<file path="src/rtl/rdh_pkg.sv">
package rdh_pkg;

  typedef enum logic [1:0] {
    CNT_KEEP = 2'd0,
    CNT_INC  = 2'd1,
    CNT_DEC  = 2'd2
  } cnt_op_e;

endpackage

</file>
<file path="src/rtl/rdh_issue.sv">
module rdh_issue #(
  parameter int AW = 16
) (
  input  logic          clk,
  input  logic          rst_n,
  input  logic          load,
  input  logic [AW-1:0] load_addr,
  input  logic          m_wait,
  output logic          m_read,
  output logic [AW-1:0] m_addr,
  output logic          slot_free,
  output logic          bus_acc
);

  // the presented read leaves the slot at an edge where the agent is not stalling
  assign bus_acc   = m_read && !m_wait;
  assign slot_free = !m_read || !m_wait;

  always_ff @(posedge clk or negedge rst_n) begin
    if (!rst_n) begin
      m_read <= 1'b0;
      m_addr <= '0;
    end else if (load) begin
      m_read <= 1'b1;
      m_addr <= load_addr;
    end else if (bus_acc) begin
      m_read <= 1'b0;
    end
  end

endmodule

</file>
<file path="src/rtl/rdh_credit.sv">
module rdh_credit
  import rdh_pkg::*;
#(
  parameter int MAXP = 4,
  localparam int CW = $clog2(MAXP + 1)
) (
  input  logic          clk,
  input  logic          rst_n,
  input  logic          bus_acc,
  input  logic          rvalid,
  output logic [CW-1:0] pend_cnt,
  output logic          has_room,
  output logic          ret_ok,
  output logic          err
);

  localparam logic [CW:0] LIMIT = (CW + 1)'(MAXP);

  cnt_op_e     op;
  logic [CW:0] after_issue;

  assign ret_ok      = rvalid && (pend_cnt != '0);
  // count as it will stand once this cycle's accept lands; a return does not free room early
  assign after_issue = {1'b0, pend_cnt} + (CW + 1)'(bus_acc);
  assign has_room    = after_issue < LIMIT;

  always_comb begin
    op = CNT_KEEP;
    if (bus_acc && !ret_ok) op = CNT_INC;
    else if (ret_ok && !bus_acc) op = CNT_DEC;
  end

  always_ff @(posedge clk or negedge rst_n) begin
    if (!rst_n) begin
      pend_cnt <= '0;
    end else begin
      unique case (op)
        CNT_INC:  pend_cnt <= pend_cnt + 1'b1;
        CNT_DEC:  pend_cnt <= pend_cnt - 1'b1;
        default:  pend_cnt <= pend_cnt;
      endcase
    end
  end

  always_ff @(posedge clk or negedge rst_n) begin
    if (!rst_n) err <= 1'b0;
    else if (rvalid && (pend_cnt == '0)) err <= 1'b1;
  end

endmodule

</file>
<file path="src/rtl/rdh_return.sv">
module rdh_return #(
  parameter int DW = 32
) (
  input  logic          clk,
  input  logic          rst_n,
  input  logic          take,
  input  logic [DW-1:0] rdata,
  output logic          rsp_valid,
  output logic [DW-1:0] rsp_data
);

  always_ff @(posedge clk or negedge rst_n) begin
    if (!rst_n) rsp_valid <= 1'b0;
    else        rsp_valid <= take;
  end

  always_ff @(posedge clk or negedge rst_n) begin
    if (!rst_n)    rsp_data <= '0;
    else if (take) rsp_data <= rdata;
  end

endmodule

</file>
<file path="src/rtl/rd_pipe_host.sv">
module rd_pipe_host #(
  parameter int AW          = 16,
  parameter int DW          = 32,
  parameter int MAX_PENDING = 4
) (
  input  logic          clk,
  input  logic          rst_n,
  input  logic          req_valid,
  output logic          req_ready,
  input  logic [AW-1:0] req_addr,
  output logic          rsp_valid,
  output logic [DW-1:0] rsp_data,
  output logic [AW-1:0] m_addr,
  output logic          m_read,
  input  logic          m_wait,
  input  logic [DW-1:0] m_rdata,
  input  logic          m_rvalid,
  output logic          proto_err
);

  localparam int CW = $clog2(MAX_PENDING + 1);

  logic          slot_free;
  logic          bus_acc;
  logic          has_room;
  logic          ret_ok;
  logic          load;
  logic [CW-1:0] pend_cnt;

  assign req_ready = slot_free && has_room;
  assign load      = req_valid && req_ready;

  rdh_issue #(.AW(AW)) u_issue (
    .clk       (clk),
    .rst_n     (rst_n),
    .load      (load),
    .load_addr (req_addr),
    .m_wait    (m_wait),
    .m_read    (m_read),
    .m_addr    (m_addr),
    .slot_free (slot_free),
    .bus_acc   (bus_acc)
  );

  rdh_credit #(.MAXP(MAX_PENDING)) u_credit (
    .clk      (clk),
    .rst_n    (rst_n),
    .bus_acc  (bus_acc),
    .rvalid   (m_rvalid),
    .pend_cnt (pend_cnt),
    .has_room (has_room),
    .ret_ok   (ret_ok),
    .err      (proto_err)
  );

  rdh_return #(.DW(DW)) u_return (
    .clk       (clk),
    .rst_n     (rst_n),
    .take      (ret_ok),
    .rdata     (m_rdata),
    .rsp_valid (rsp_valid),
    .rsp_data  (rsp_data)
  );

endmodule

</file>
<file path="config.mk">
export PLATFORM = sky130hd
export DESIGN_NAME = rd_pipe_host
export DESIGN_NICKNAME = d
export VERILOG_FILES = /design/src/rtl/rdh_pkg.sv /design/src/rtl/rdh_issue.sv /design/src/rtl/rdh_credit.sv /design/src/rtl/rdh_return.sv /design/src/rtl/rd_pipe_host.sv
export SDC_FILE = /design/constraint.sdc
export NUM_CORES = 1
export LEC_CHECK = 0
export BUFFER_PORTS_ARGS = -buffer_cell sky130_fd_sc_hd__buf_2
export CAP_MARGIN = 40
export CORE_AREA = 8 8 76 78
export CTS_CLUSTER_DIAMETER = 60
export CTS_CLUSTER_SIZE = 8
export DETAILED_ROUTE_END_ITERATION = 8
export DIE_AREA = 0 0 84 86
export GPL_TIMING_DRIVEN = 0
export PLACE_DENSITY = 0.9
export SYNTH_ARGS = -nofsm -noshare
export SYNTH_HDL_FRONTEND = slang
export SYNTH_SLANG_ARGS = --single-unit
</file>
<file path="constraint.sdc">
create_clock -name clk -period 3.15 [get_ports clk]
set_clock_uncertainty 0.05 [all_clocks]
set_input_delay 0.4725 -clock clk [delete_from_list [all_inputs] [get_ports clk]]
set_output_delay 0.4725 -clock clk [all_outputs]
set_load 0.05 [all_outputs]
</file>
==> metrics.yaml <==
wl_per_cell_um: 16.3
grt_pass1_wl_mm: 7.49
final-hold-violation-count: 0
post_cts_buffers: 0
cts-root-buf: "clkbuf_8"
synthDistinctLibCells: 19
slew-limit-headroom_pct: 61.8
drive_gt1_share_pct: 69.9
clock.fmax_mhz: 461
grt_max_degree: 31
synth.net_count: 182
cp_slowest_cell: "dfrtp_1"
synthTopCellsByArea: "dfrtp_1, mux2_2, mux2_4, buf_6, buf_12"
die_h_um: 86
postCtsHoldBufs: 0
drc: 0
antenna_cells: 0
grt_pass1_vias: 1596
cts_buffers: 5
ys_ff_latch: 54
r2r_slack_ns: 0.98
ys_seq_area_share_pct: 63.0
final_util_pct: 61.6
cts.clk_slew.worst_paths_ns: 0.09
clk_latency_ns: 0.30
start_util_pct: 46.6
syn_area_mm2: 0.00214
cts_resized: 0
die_w_um: 84
reg2reg_to: "u_credit.pend_cnt[2]$_DFFE_PN0P_"
numPlacedInstances: 286
htree_levels: 2
cts_tree: "yes"
holdWs_ns: 0.107
vias_per_cell: 4.80
crit_family: "adder cells"
p_leak_nw: 1.42
powerDensity_mw_per_mm2: 1170
tns_ns: 0
worst_pin_slew_ns: 0.573
outcome: "finished, final reports clean"
num_rows: 25
place_congestion: 0.733
synth_top_area_cell: "dfrtp_1"
syn_area_per_cell_um2: 16.9
wirelength_mm: 4.77
first_pass_iters: 4
end_kind: "flop"
core_mm2: 0.00460
cts_max_path_buffers: 2
crit_fanout: 10
syn_inst: 127
fill_cells: 381
final_cell_mix: "buf_2, dfrtp_1, mux2_2"
post-route-worst-setup-slack_ns: 0.981
cp.required_ns: 3.33
finalSetupViolations: 0
clock-sinks: 54
layout_commonest_cell: "buf_2"
grt_usage_pct: 12.9
stdcell_count: 293
cp-start-kind: "flop"
vias: 1406
postRouteAntennaNets: 0
pin_count: 105
slew_violations: 0
synth_warnings: 0
worstReg2RegStart: "u_credit.pend_cnt[2]$_DFFE_PN0P_"
r2r_cells: 11
rsz0062_at_grt: "no"
pre_cts_ws_ns: 0.980
post-route-period-util_pct: 68.8
grt.overflow.total: 0
io_buffers: 104
die-area_mm2: 0.00722
hp-class: "in2async"
min_period_ns: 2.17
antenna_found_initial: 0
arrival_ns: 2.35
dp_hpwl_mm: 3.93
cp_cell_sequence: "nor3_1 -> nand2b_1 -> buf_4 -> buf_6 -> inv_1 -> ha_1 -> inv_1 -> fa_1 -> xor2_1 -> nor2_1 -> xor2_1"
path_buf_inv: 4
critPathKind: "reg2reg"
ir_drop_v: 0.000658
drt_iter0_markers: 23
max_stage_delay_ns: 0.43
syn2layout_area_growth_pct: 32.1
synth_top_area_share_pct: 63.0
max_cap_viol_count: 0
final_nets: 294
[per-stage QoR]
step / area [um2] / power, W
after floorplan: 2140 / 0.00254
after global placement: 2730 / 0.00293
after detailed placement: 2750 / 0.00299
after CTS: 2830 / 0.00335
after global routing: 2830 / 0.00346
final: 2830 / 0.00331
[Yosys cell counts]
cell type,instances
buf_4,1
mux2_4,9
nor2_1,1
xnor2_1,1
inv_1,4
xor2_1,2
mux2i_1,1
dfrtp_1,54
fa_1,1
a21oi_4,1
buf_6,3
mux2_2,39
ha_1,1
buf_12,1
nor3_1,1
a21oi_1,1
nand2b_1,3
a21o_2,2
a21o_1,1
[routing by layer]
layer	up-vias	global-route usage, %	wire length [um]
li1	658	-	-
met1	689	12.5	1730
met2	52	24.1	2640
met3	7	5.78	358
met4	0	3.30	38
met5	-	0	0
[power by group]
group	switching [W]	internal, W
logic	0.00127	0.000569
clock network	0.000203	0.000153
registers	0.000150	0.000965
[registers in the layout, indices dropped and copies added (netlist names)]
| register | count |
|---|---|
| u_credit.err | 1 |
| u_issue.m_read | 1 |
| u_credit.pend_cnt | 3 |
| u_return.rsp_data | 32 |
| u_issue.m_addr | 16 |
| u_return.rsp_valid | 1 |
[worst max-delay path by stage]
stage / startpoint / end / depth (start not counted) / slack [ns]
global route: u_credit.pend_cnt[2]$_DFFE_PN0P_ / u_credit.pend_cnt[2]$_DFFE_PN0P_ / 11 / 0.84
global placement: m_rvalid / u_credit.pend_cnt[2]$_DFFE_PN0P_ / 11 / 1.04
detailed placement: m_rvalid / u_credit.pend_cnt[2]$_DFFE_PN0P_ / 11 / 0.98
CTS: u_credit.pend_cnt[2]$_DFFE_PN0P_ / u_credit.pend_cnt[2]$_DFFE_PN0P_ / 11 / 0.97
floorplan: u_credit.pend_cnt[0]$_DFFE_PN0P_ / u_credit.pend_cnt[2]$_DFFE_PN0P_ / 11 / 1.15
finish: u_credit.pend_cnt[2]$_DFFE_PN0P_ / u_credit.pend_cnt[2]$_DFFE_PN0P_ / 11 / 0.98
[kinds of logic (layout without fill, tap and decap cells)]
group | count (synthesis) | after routing | synth area share, %
mux | 49 | 49 | 27.2
simple gates | 5 | 5 | 1.28
flops | 54 | 54 | 63.0
compound gates | 5 | 5 | 2.16
fa+ha+maj | 2 | 2 | 1.52
xor+xnor | 3 | 3 | 1.23
buf+inv | 9 | 121 | 3.56
[cell type report]
class / count / area [um2] / area share [%]
Inverter: 4 / 15.0 / 0.530
Tap cell: 54 / 67.6 / 2.39
Clock inverter: 1 / 7.51 / 0.265
Multi-Input combinational cell: 64 / 717 / 25.3
Timing Repair Buffer: 105 / 541 / 19.1
Sequential cell: 54 / 1350 / 47.7
Buffer: 5 / 61.3 / 2.16
Clock buffer: 6 / 72.6 / 2.56
Power figures use the tool's default switching activity.
